--- src/rtl/hzd_pkg.sv ---
`timescale 1ns/1ps
package hzd_pkg;
  localparam int CTRL_W = 5;

  typedef struct packed {
    logic branch;
    logic mem_to_reg;
    logic mem_write;
    logic mem_read;
    logic reg_write;
  } ctrl_t;

  localparam ctrl_t CTRL_BUBBLE = '0;
endpackage

--- src/rtl/hzd_loaduse.sv ---
`timescale 1ns/1ps
module hzd_loaduse #(
  parameter int REG_AW = 5,
  parameter bit STORE_DATA_FWD = 1'b1
) (
  input  logic              ex_mem_read,
  input  logic [REG_AW-1:0] ex_rd,
  input  logic [REG_AW-1:0] id_rs1,
  input  logic [REG_AW-1:0] id_rs2,
  input  logic              id_use_rs1,
  input  logic              id_use_rs2,
  input  logic              id_is_store,
  output logic              hazard
);
  localparam logic [REG_AW-1:0] ZERO_REG = '0;

  function automatic logic src_hit(input logic used,
                                   input logic [REG_AW-1:0] src,
                                   input logic [REG_AW-1:0] dst);
    return used && (src == dst);
  endfunction

  logic rs2_counts;

  generate
    if (STORE_DATA_FWD) begin : g_store_exempt
      // store data is served by memory-stage forwarding
      assign rs2_counts = id_use_rs2 && !id_is_store;
    end else begin : g_no_exempt
      assign rs2_counts = id_use_rs2;
    end
  endgenerate

  always_comb begin
    hazard = ex_mem_read && (ex_rd != ZERO_REG) &&
             (src_hit(id_use_rs1, id_rs1, ex_rd) ||
              src_hit(rs2_counts, id_rs2, ex_rd));
  end
endmodule

--- src/rtl/hzd_branch_res.sv ---
`timescale 1ns/1ps
module hzd_branch_res (
  input  logic mem_branch,
  input  logic mem_zero,
  input  logic hazard,
  output logic taken,
  output logic stall,
  output logic pc_write,
  output logic ifid_write
);
  always_comb begin
    taken      = mem_branch && mem_zero;
    // a flush discards the dependent instruction, so it outranks the stall
    stall      = hazard && !taken;
    pc_write   = !stall;
    ifid_write = !stall;
  end
endmodule

--- src/rtl/hzd_stage_regs.sv ---
`timescale 1ns/1ps
module hzd_stage_regs
  import hzd_pkg::*;
#(
  parameter int REG_AW = 5
) (
  input  logic              clk,
  input  logic              rst_n,
  input  ctrl_t             if_ctrl,
  input  logic [REG_AW-1:0] if_rd,
  input  logic [REG_AW-1:0] if_rs1,
  input  logic [REG_AW-1:0] if_rs2,
  input  logic              if_use_rs1,
  input  logic              if_use_rs2,
  input  logic              ex_zero,
  input  logic              ifid_write,
  input  logic              bubble_sel,
  input  logic              flush,
  output ctrl_t             id_ctrl,
  output logic [REG_AW-1:0] id_rd,
  output logic [REG_AW-1:0] id_rs1,
  output logic [REG_AW-1:0] id_rs2,
  output logic              id_use_rs1,
  output logic              id_use_rs2,
  output ctrl_t             idex_ctrl,
  output logic [REG_AW-1:0] idex_rd,
  output ctrl_t             exmem_ctrl,
  output logic              exmem_zero
);
  typedef struct packed {
    ctrl_t             ctrl;
    logic [REG_AW-1:0] rd;
    logic [REG_AW-1:0] rs1;
    logic [REG_AW-1:0] rs2;
    logic              use1;
    logic              use2;
  } fd_slot_t;

  typedef struct packed {
    ctrl_t             ctrl;
    logic [REG_AW-1:0] rd;
  } dx_slot_t;

  fd_slot_t fd_q, fd_in;
  dx_slot_t dx_q;

  assign fd_in = '{ctrl: if_ctrl, rd: if_rd, rs1: if_rs1, rs2: if_rs2,
                   use1: if_use_rs1, use2: if_use_rs2};

  always_ff @(posedge clk) begin
    if (!rst_n) begin
      fd_q       <= '0;
      dx_q       <= '0;
      exmem_ctrl <= CTRL_BUBBLE;
      exmem_zero <= 1'b0;
    end else begin
      if (flush)           fd_q <= '0;
      else if (ifid_write) fd_q <= fd_in;

      if (flush || bubble_sel) dx_q <= '0;
      else                     dx_q <= '{ctrl: fd_q.ctrl, rd: fd_q.rd};

      if (flush) begin
        exmem_ctrl <= CTRL_BUBBLE;
        exmem_zero <= 1'b0;
      end else begin
        exmem_ctrl <= dx_q.ctrl;
        exmem_zero <= ex_zero;
      end
    end
  end

  assign id_ctrl    = fd_q.ctrl;
  assign id_rd      = fd_q.rd;
  assign id_rs1     = fd_q.rs1;
  assign id_rs2     = fd_q.rs2;
  assign id_use_rs1 = fd_q.use1;
  assign id_use_rs2 = fd_q.use2;
  assign idex_ctrl  = dx_q.ctrl;
  assign idex_rd    = dx_q.rd;
endmodule

--- src/rtl/pipe_hazard_ctrl.sv ---
`timescale 1ns/1ps
module pipe_hazard_ctrl
  import hzd_pkg::*;
#(
  parameter int REG_AW = 5,
  parameter bit STORE_DATA_FWD = 1'b1
) (
  input  logic              clk,
  input  logic              rst_n,
  input  logic [CTRL_W-1:0] if_ctrl,
  input  logic [REG_AW-1:0] if_rd,
  input  logic [REG_AW-1:0] if_rs1,
  input  logic [REG_AW-1:0] if_rs2,
  input  logic              if_use_rs1,
  input  logic              if_use_rs2,
  input  logic              ex_zero,
  output logic              pc_write,
  output logic              ifid_write,
  output logic              bubble_sel,
  output logic              redirect,
  output logic [CTRL_W-1:0] id_ctrl,
  output logic [REG_AW-1:0] id_rd,
  output logic [CTRL_W-1:0] idex_ctrl,
  output logic [REG_AW-1:0] idex_rd,
  output logic [CTRL_W-1:0] exmem_ctrl
);
  ctrl_t             id_c, dx_c, xm_c;
  logic [REG_AW-1:0] id_rs1, id_rs2;
  logic              id_use_rs1, id_use_rs2;
  logic              xm_zero;
  logic              hazard;   // raw load-use detection
  logic              taken;    // branch resolved taken in memory stage

  hzd_stage_regs #(.REG_AW(REG_AW)) u_regs (
    .clk(clk), .rst_n(rst_n),
    .if_ctrl(ctrl_t'(if_ctrl)), .if_rd(if_rd), .if_rs1(if_rs1), .if_rs2(if_rs2),
    .if_use_rs1(if_use_rs1), .if_use_rs2(if_use_rs2), .ex_zero(ex_zero),
    .ifid_write(ifid_write), .bubble_sel(bubble_sel), .flush(taken),
    .id_ctrl(id_c), .id_rd(id_rd), .id_rs1(id_rs1), .id_rs2(id_rs2),
    .id_use_rs1(id_use_rs1), .id_use_rs2(id_use_rs2),
    .idex_ctrl(dx_c), .idex_rd(idex_rd),
    .exmem_ctrl(xm_c), .exmem_zero(xm_zero)
  );

  hzd_loaduse #(.REG_AW(REG_AW), .STORE_DATA_FWD(STORE_DATA_FWD)) u_lu (
    .ex_mem_read(dx_c.mem_read), .ex_rd(idex_rd),
    .id_rs1(id_rs1), .id_rs2(id_rs2),
    .id_use_rs1(id_use_rs1), .id_use_rs2(id_use_rs2),
    .id_is_store(id_c.mem_write), .hazard(hazard)
  );

  hzd_branch_res u_br (
    .mem_branch(xm_c.branch), .mem_zero(xm_zero), .hazard(hazard),
    .taken(taken), .stall(bubble_sel),
    .pc_write(pc_write), .ifid_write(ifid_write)
  );

  assign redirect   = taken;
  assign id_ctrl    = id_c;
  assign idex_ctrl  = dx_c;
  assign exmem_ctrl = xm_c;
endmodule

--- config.mk ---
export PLATFORM = sky130hd
export DESIGN_NAME = pipe_hazard_ctrl
export DESIGN_NICKNAME = d
export VERILOG_FILES = /design/src/rtl/hzd_pkg.sv /design/src/rtl/hzd_loaduse.sv /design/src/rtl/hzd_branch_res.sv /design/src/rtl/hzd_stage_regs.sv /design/src/rtl/pipe_hazard_ctrl.sv
export SDC_FILE = /design/constraint.sdc
export NUM_CORES = 1
export LEC_CHECK = 0
export BUFFER_PORTS_ARGS = -buffer_cell sky130_fd_sc_hd__buf_4
export CAP_MARGIN = 20
export CELL_PAD_IN_SITES_DETAIL_PLACEMENT = 1
export CELL_PAD_IN_SITES_GLOBAL_PLACEMENT = 1
export CORE_UTILIZATION = 32
export CTS_CLUSTER_SIZE = 10
export DETAILED_ROUTE_END_ITERATION = 7
export PLACE_DENSITY = 0.76
export SLEW_MARGIN = 20
export SYNTH_ARGS = -nofsm -noshare
export SYNTH_HDL_FRONTEND = slang
export SYNTH_HIERARCHICAL = 1
export SYNTH_SLANG_ARGS = --single-unit
--- constraint.sdc ---
create_clock -name clk -period 1.9 [get_ports clk]
set_clock_uncertainty 0.15 [all_clocks]
set_input_delay 0 -clock clk [delete_from_list [all_inputs] [get_ports clk]]
set_output_delay 0 -clock clk [all_outputs]
set_load 0.01 [all_outputs]
======== After elaboration in Yosys (flattened, before gate mapping) ========
Cells that the tools add are included.
word-level totals
  bits in registers ....................... 38
  bits in latches ......................... 0
  RAM bits ................................ 0
  bits in read-only memories .............. 0
  input bits .............................. 25
  logic and storage cells ................. 40
  memories kept ........................... 0
cells by class
  add/subtract/negate cells ............... 0
  multipliers ............................. 0
  div/mod/pow operators ................... 0
  $lt $le $gt $ge ......................... 0
  equality and inequality tests ........... 2
  shift-type cells ........................ 0
  multiplexer cells ....................... 0
  bitwise logic cells ..................... 1
  reductions and logical operators ........ 15
operators with widths
  kind                number
  == test 5 bit       2
  logical AND 1 bit   7
  nonzero test 5 bit  1
  OR reduction 2 bit  2
  logical NOT 1 bit   3
  logical OR 1 bit    2
  inverter 1 bit      1

======== Depth between registers and ports, before layout ========
Gate-level depths: netlist of the first run.
  depth after elaboration ................. 8
  depth in mapped cells ................... 9
  gate-level depth less buffers ........... 7

======== Hierarchy ========
The synthesis of the first run kept the hierarchy.
by module, submodules not included
  module          instances  cells each  area each (um^2)
  hzd_stage_regs  1          106         1263.7
  hzd_loaduse     1          17          137.6
  hzd_branch_res  1          4           31.3

======== Worst setup path after synthesis of the first run ========
OpenSTA, ideal clock, no wires.
  path type ............................... register to register
  start ................................... reg u_regs.dx_q, in the netlist u_regs/idex_rd[1]
  end ..................................... reg u_regs.fd_q, in the netlist u_regs/id_ctrl[0]
  library setup time ...................... 0.114 ns
  arrival ................................. 1.787 ns
  slack ................................... -0.151 ns
  stages on the path, launching flop included .. 9
  period minus slack after synthesis ...... 2.051 ns
  path through ............................ dfxtp_1 -> or4_1 -> o21ai_1 -> a21oi_1 -> a21bo_1 -> buf_6 -> buf_8 -> mux2i_1 -> nor2_1
on the way
  word-level cells in the longest chain between the ends .. 5
  elaborated cells on any way between the ends .. 9
  classes of those cells .................. eq/ne (2); reduce/logical (7)
ends and longest elaborated chain
  what                    RTL line                source
  start, declared         hzd_stage_regs.sv:45    dx_slot_t dx_q;
  start signal, assigned  hzd_stage_regs.sv:61    else dx_q <= '{ctrl: fd_q.ctrl, rd: fd_q.rd};
  == test 5 bit           hzd_loaduse.sv:20       return used && (src == dst);
  logical AND 1 bit       hzd_loaduse.sv:20
  logical OR 1 bit        hzd_loaduse.sv:36       (src_hit(id_use_rs1, id_rs1, ex_rd) ||
  logical AND 1 bit *     hzd_loaduse.sv:35       hazard = ex_mem_read && (ex_rd != ZERO_REG) &&
  named net hazard        pipe_hazard_ctrl.sv:31  logic hazard;
  logical AND 1 bit *     hzd_branch_res.sv:14    stall = hazard && !taken;
  end signal, assigned    hzd_stage_regs.sv:58    else if (ifid_write) fd_q <= fd_in;
  end, declared           hzd_stage_regs.sv:44    fd_slot_t fd_q, fd_in;
The timed path passes the listed nets; every way through them passes the cells marked *.
A chain may end at the register's enable or synchronous reset.

======== Final worst setup path of the first run ========
  start ................................... reg u_regs.dx_q, in the netlist u_regs/idex_rd[4]
  end ..................................... out ifid_write
on the way
  word-level cells in the longest chain between the ends .. 6
  elaborated cells on any way between the ends .. 10
  classes of those cells .................. eq/ne (2); reduce/logical (8)
ends and longest elaborated chain
  what                 RTL line                source
  == test 5 bit        hzd_loaduse.sv:20
  logical AND 1 bit    hzd_loaduse.sv:20
  logical OR 1 bit     hzd_loaduse.sv:36
  logical AND 1 bit *  hzd_loaduse.sv:35
  named net hazard     pipe_hazard_ctrl.sv:31
  logical AND 1 bit *  hzd_branch_res.sv:14
  logical NOT 1 bit *  hzd_branch_res.sv:16    ifid_write = !stall;
  end, declared        pipe_hazard_ctrl.sv:18  output logic ifid_write,
Marked as above.

==> results of run 1 <==
stage by stage:
stage | instance area (um2) | util [%] | worst slack [ns] | TNS (ns)
3_3_place_gp | 1910 | 46.1 | -0.111 | -2.03
3_5_place_dp | 1910 | 46.1 | -0.248 | -5.41
5_1_grt | 2330 | 56.3 | -0.336 | -9.09
4_1_cts | 2280 | 55.0 | -0.227 | -5.24
2_1_floorplan | 1440 | - | -0.0917 | -1.83
6_report | 2330 | 56.3 | -0.230 | -5.24
area by class of cell:
| cell class | count | area (um2) | share of cell area, % |
|---|---|---|---|
| multi-input cells | 83 | 648 | 27.8 |
| well taps | 50 | 62.6 | 2.68 |
| clock inverters | 1 | 5.00 | 0.215 |
| flip-flops and latches | 38 | 768 | 33.0 |
| clock buffers | 7 | 86.3 | 3.70 |
| repair buffers | 89 | 761 | 32.6 |
worst min-delay path, delay by kind of cell:
family | cells | cell delay [ns]
simple gates | 2 | 0.33
buf+inv | 1 | 0.12
flip-flops by register name, indices dropped and copies added, names as in the netlist:
register	cells
u_regs/id_use_rs1	1
u_regs/id_ctrl	5
u_regs/idex_rd	5
u_regs/id_rs1	5
u_regs/id_use_rs2	1
u_regs/exmem_zero	1
u_regs/id_rs2	5
u_regs/idex_ctrl	5
u_regs/id_rd	5
u_regs/exmem_ctrl	5
worst paths after layout:
path	startpoint	end	slack, ns
setup / recovery	u_regs/idex_rd[4]	ifid_write	-0.23
setup reg to reg	u_regs/idex_rd[4]	u_regs/id_rs2[0]	-0.22
hold / removal	rst_n	u_regs/exmem_ctrl[4]	0.05
hold reg to reg	u_regs/idex_ctrl[2]	u_regs/exmem_ctrl[2]	0.32
placed cells by master, fill, tap and decap left out, drive strengths merged:
cell type	count
and2	17
nor2	22
buf	66
xor2	8
nor2b	1
nand3	1
a21oi	1
dfxtp	38
clkbuf	7
nand4b	1
nor3b	1
mux2i	22
nand2b	1
or4	1
nor4	2
a21boi	1
xnor2	2
o21ai	1
clkinv	1
dlygate4sd3	23
a21bo	1
kinds of logic after synthesis:
kind of cell,share of synthesized area (%)
AND/OR/NAND/NOR,18.5
flip-flops,53.1
multiplexers,15.4
XOR/XNOR,6.11
buffers and inverters,4.98
AO/OA/AOI/OAI,1.92
power by group through the flow:
stage / registers, mW / logic, mW / clock network [mW]
2_1_floorplan: 0.890 / 0.0732 / 0
3_3_place_gp: 0.886 / 0.174 / 0
3_5_place_dp: 0.888 / 0.181 / 0
4_1_cts: 0.869 / 0.227 / 0.588
5_1_grt: 0.875 / 0.260 / 0.640
6_report: 0.870 / 0.239 / 0.570
per-layer routing:
metal	share of wire (%)	track usage [%]	vias to the layer above	routed length, um
li1	-	-	594	-
met2	53	38.1	43	2190
met1	41	19.9	563	1700
met3	4.9	5.92	7	204
met4	1.4	6.89	0	60
met5	0	0	-	0
timing repair:
item	in CTS	in global routing
hold buffers	23	0
pin swaps	7	4
resized for setup	9	12
endpoints found under the setup margin	35	35
endpoints found under the hold margin	23	0
setup buffers	2	2
==> run_results.csv, run 1 <==
group,metric,value,unit
floorplanning,die_x,68.9,um
global_route,antenna_found_initial,0,
cts,htree_levels,2,
critical_path,end_kind,"output pin",
timing,rsz0062_at_grt,"yes",
min_path,hold_depth,3,
timing,timing.final.ws_setup,-0.230,ns
synthesis,ys_ff_latch,38,
route,routed_wl,4150,um
pwr,total_power,1.68,mW
layout,fillers,465,
pwr,p_comb_share,14.2,%
cts,clkLatencyLatePin,0.30,ns
outcome,violations,"setup timing",
synthesis,synthFlopType,"dfxtp_1",
route,vias_per_cell,4.50,
cts,cts_made_buffers,5,
timing,finalHoldViolCount,0,
synthesis,ys_seq_area_share,53.1,%
timing,fin_crit_sh,112,%
synthesis,synthTopCellsByCount,"38 x dfxtp_1, 22 x mux2i_1, 22 x nor2_1, 15 x and2_1, 8 x xor2_1",
floorplanning,die_h,68.9,um
synthesis,synth_most_common_cell,"dfxtp_1",
timing,period_needed,2.13,ns
layout,num-nets-final,242,
route,vias,1207,
route,drc_errors,0,
cts,cts_tree,"done",
outcome,status,"finished, violations left",
placed_design,gp_congestion,0.711,
layout,insertedDiodeCount,0,
floorplanning,start_util,34.6,%
route,dr.pass1.iters,2,
critical_path,cp_top_family,"compound AO/OA/AOI/OAI gates",
critical_path,cpPeakStageDelay,0.35,ns
critical_path,critPathSlowestCell,"dfxtp_2",
layout,areaGrowthSynthToFinish,62.7,%
synthesis,synthesis.area,1430,um2
pwr,p_per_area,720,nW/um2
pwr,max-vdd-ir-drop,0.000361,V
synthesis,synthTopCellsByArea,"dfxtp_1 53%, mux2i_1 15%, and2_1 6.6%",
timing,hold_ws,0.0523,ns
cts,clock-root-buffer,"clkbuf_8",
pwr,clockPowerShare,33.9,%
critical_path,critical_path_depth,7,
timing,tightestPinTransition,0.501,ns
critical_path,crit_type,"register to output pin",
synthesis,synth_top_area_share,53.1,%
pwr,intPower,1.28,mW
floorplanning,placementRows,23,
pwr,swShare,23.8,%
layout,fin_cells,268,
floorplanning,core-area,4140,um2
global_route,grt_max_degree,23,
pwr,p_switching,0.400,mW
run,cap_violations,0,
critical_path,crit_required,1.75,ns
route,wire_per_inst,15.5,um
timing,max_slew_margin,66.6,%
synthesis,netlist-cell-type-count,22,
pwr,seqPwrFrac,51.8,%
synthesis,synth_warnings,6,
synthesis,synth_nets,152,
placed_design,dp.cells,233,
global_route,overflow,0,
global_route,grt_first_pass_wirelength,6400,um
synthesis,syn_inst,127,
synthesis,avgSynthCellArea,11.3,um2
timing,finalMaxSlewViolations,0,
layout,drive_above_1_share,42.7,%
critical_path,reg2reg_depth,8,
critical_path,crit_chain,"xor2_1, nor4_2, nand4b_1, a21oi_2, a21bo_4, buf_8, buf_6",
floorplanning,ios,54,
route,final_antenna_net_count,0,
global_route,grt_pass1_vias,1352,
synthesis,synth_largest_area_cell,"dfxtp_1",
global_route,grt_use_total,19.8,%
critical_path,path_buf_inv,2,
synthesis,ys_async_sr_fraction,0,%
critical_path,worstSetupStartpointType,"register",
critical_path,crit_arrival,1.98,ns
critical_path,cp_max_fo,7,
synthesis,synth_edf_count,0,
pwr,leakage,1.23,nW
route,drtIter0Drc,41,
placed_design,port-buffer-count,53,
min_path,hold_class,"primary input to register",
cts,clk_pin_slew,0.07,ns
floorplanning,die_area,4750,um2
cts,cts.sinks,38,
cts,clockBufferDepth,2,
timing,setup_violations,35,
timing,max_freq,0.470,GHz
No activity file was read; power rests on OpenSTA's default activity.
==> inputs of run 2 (changes only) <==
--- a/config.mk
+++ b/config.mk
@@ -9,10 +9,10 @@
 export CAP_MARGIN = 20
 export CELL_PAD_IN_SITES_DETAIL_PLACEMENT = 1
 export CELL_PAD_IN_SITES_GLOBAL_PLACEMENT = 1
-export CORE_UTILIZATION = 32
+export CORE_UTILIZATION = 39
 export CTS_CLUSTER_SIZE = 10
 export DETAILED_ROUTE_END_ITERATION = 7
-export PLACE_DENSITY = 0.76
+export PLACE_DENSITY = 0.86
 export SLEW_MARGIN = 20
 export SYNTH_ARGS = -nofsm -noshare
 export SYNTH_HDL_FRONTEND = slang
==> constraint.sdc (replaced) <==
create_clock -name clk -period 2.7 [get_ports clk]
set_clock_uncertainty 0.15 [all_clocks]
set_input_delay 0 -clock clk [delete_from_list [all_inputs] [get_ports clk]]
set_output_delay 0 -clock clk [all_outputs]
set_load 0.01 [all_outputs]
==> run 2 against run 1 <==
Against the previous run:
- first-iteration DRC count decreased by 46%
- non-clock buffer count decreased by 10
- via count decreased by 1.4%
- clock-buffer cell count decreased by 2
- worst hold slack improved by 0.22 ns
- utilization increased by 8.0 points
- the run now ends clean
- sequential power decreased by 30%
- clock power decreased by 13%
- sequential cell count unchanged
- largest cell class unchanged
==> run_results.csv, run 2 (same netlist as run 1, synthesis figures left out) <==
group,metric,value,unit
outcome,status,"finished clean",
critical_path,path_buf_inv,1,
route,wire_per_inst,16.4,um
critical_path,cp_top_family,"compound AO/OA/AOI/OAI gates",
route,vias_per_cell,4.69,
timing,finalMaxSlewViolations,0,
placed_design,dp.cells,221,
route,final_antenna_net_count,0,
layout,num-nets-final,232,
critical_path,crit_required,2.78,ns
floorplanning,start_util,41.9,%
layout,fillers,373,
pwr,p_per_area,574,nW/um2
floorplanning,ios,54,
timing,finalHoldViolCount,0,
min_path,hold_depth,4,
critical_path,worst-r2r-setup-slack,0.29,ns
cts,clk_pin_slew,0.12,ns
floorplanning,die_x,62.6,um
floorplanning,die_h,62.6,um
layout,areaGrowthSynthToFinish,53.1,%
pwr,leakage,1.16,nW
run,cap_violations,0,
critical_path,reg2reg_depth,8,
timing,tns,0,ns
critical_path,end_kind,"register",
global_route,antenna_found_initial,0,
cts,cts_made_buffers,5,
route,dr.pass1.iters,4,
layout,drive_above_1_share,32.2,%
route,drc_errors,0,
placed_design,dp_hpwl,2540,um
layout,multi_input_area,601,um2
route,vias,1190,
cts,clockBufferDepth,2,
layout,final_util,64.2,%
critical_path,crit_type,"register to register",
layout,fin_cells,254,
layout,regArea,761,um2
placed_design,gp_congestion,0.720,
floorplanning,placementRows,21,
min_path,hold_class,"primary input to register",
critical_path,critPathSlowestCell,"dfxtp_1",
timing,hold_ws,0.275,ns
global_route,grt_first_pass_wirelength,6910,um
global_route,grt_use_total,23.5,%
critical_path,cp_max_fo,17,
cts,clkLatencyLatePin,0.35,ns
timing,timing.final.ws_setup,0.289,ns
critical_path,critical_path_depth,8,
timing,rsz0062_at_grt,"no",
global_route,grt_max_degree,23,
cts,htree_levels,2,
critical_path,crit_chain,"xor2_1, nor4_1, nand4b_1, a21oi_1, a21bo_1, buf_12, mux2i_1, nor2_1",
cts,cts_tree,"done",
global_route,grt_pass1_vias,1368,
global_route,overflow,0,
timing,setup_violations,0,
layout,final_cell_mix,"53 x buf_4, 38 x dfxtp_1, 25 x dlygate4sd3_1, 22 x mux2i_1, 22 x nor2_1",
route,drtIter0Drc,22,
placed_design,port-buffer-count,53,
timing,fin_crit_sh,89.3,%
timing,max_freq,0.415,GHz
cts,clock-root-buffer,"clkbuf_4",
floorplanning,core-area,3420,um2
critical_path,cpPeakStageDelay,0.38,ns
timing,max_slew_margin,69.1,%
cts,cts.sinks,38,
route,routed_wl,4170,um
timing,period_needed,2.41,ns
critical_path,worstSetupStartpointType,"register",
pwr,max-vdd-ir-drop,0.000506,V
floorplanning,die_area,3920,um2
critical_path,crit_arrival,2.50,ns
placed_design,dp_slack,0.379,ns
cts,ctsResizeCount,0,
layout,insertedDiodeCount,0,
timing,tightestPinTransition,0.463,ns
layout,final_common_cell,"buf_4",
[run 2: what timing repair did]
item                                    in CTS  in global routing
hold buffers                                25                  0
endpoints found under the hold margin       35                  0
buffers inserted                             0                  0
endpoints found under the setup margin       0                  0
[run 2: path summary, 6_finish.rpt]
kind | to | startpoint
worst max-delay path | u_regs/id_rs2[4] | u_regs/idex_rd[4]
worst min-delay path | u_regs/id_rs1[1] | if_rs1[1]
worst max register to register | u_regs/id_rs2[4] | u_regs/idex_rd[4]
worst min register to register | u_regs/exmem_ctrl[3] | u_regs/idex_ctrl[3]
[run 2: routing by layer]
layer / global-route usage [%] / part of all wire, % / vias up
met5: 0 / 0 / -
met4: 7.85 / 1.3 / 0
met3: 7.30 / 4.4 / 5
met2: 43.1 / 52 / 31
met1: 25.3 / 42 / 581
li1: - / - / 573
[run 2: where the power goes]
group	switching, mW	total [mW]	internal [mW]
Sequential	0.0238	0.612	0.589
Clock	0.204	0.494	0.290
Combinational	0.0597	0.153	0.0935
[run 2: worst register-to-register path: stages (launching register included)]
cell	delay, ns
dfxtp_1	0.38
xor2_1	0.19
nor4_1	0.37
nand4b_1	0.14
a21oi_1	0.20
a21bo_1	0.38
buf_12	0.24
mux2i_1	0.18
nor2_1	0.06
[run 2: layout make-up]
| class | count | area share (%) |
|---|---|---|
| Timing Repair Buffer | 79 | 30.5 |
| Clock inverter | 3 | 3.14 |
| Tap cell | 46 | 2.62 |
| Multi-Input combinational cell | 83 | 27.4 |
| Sequential cell | 38 | 34.7 |
| Clock buffer | 5 | 1.71 |
[run 2: per-stage QoR]
step	total power, mW	instance area [um2]
finish	1.26	2190
global route	1.31	2190
CTS	1.26	2190
detailed placement	0.744	1840
global placement	0.737	1840
floorplan	0.677	1430
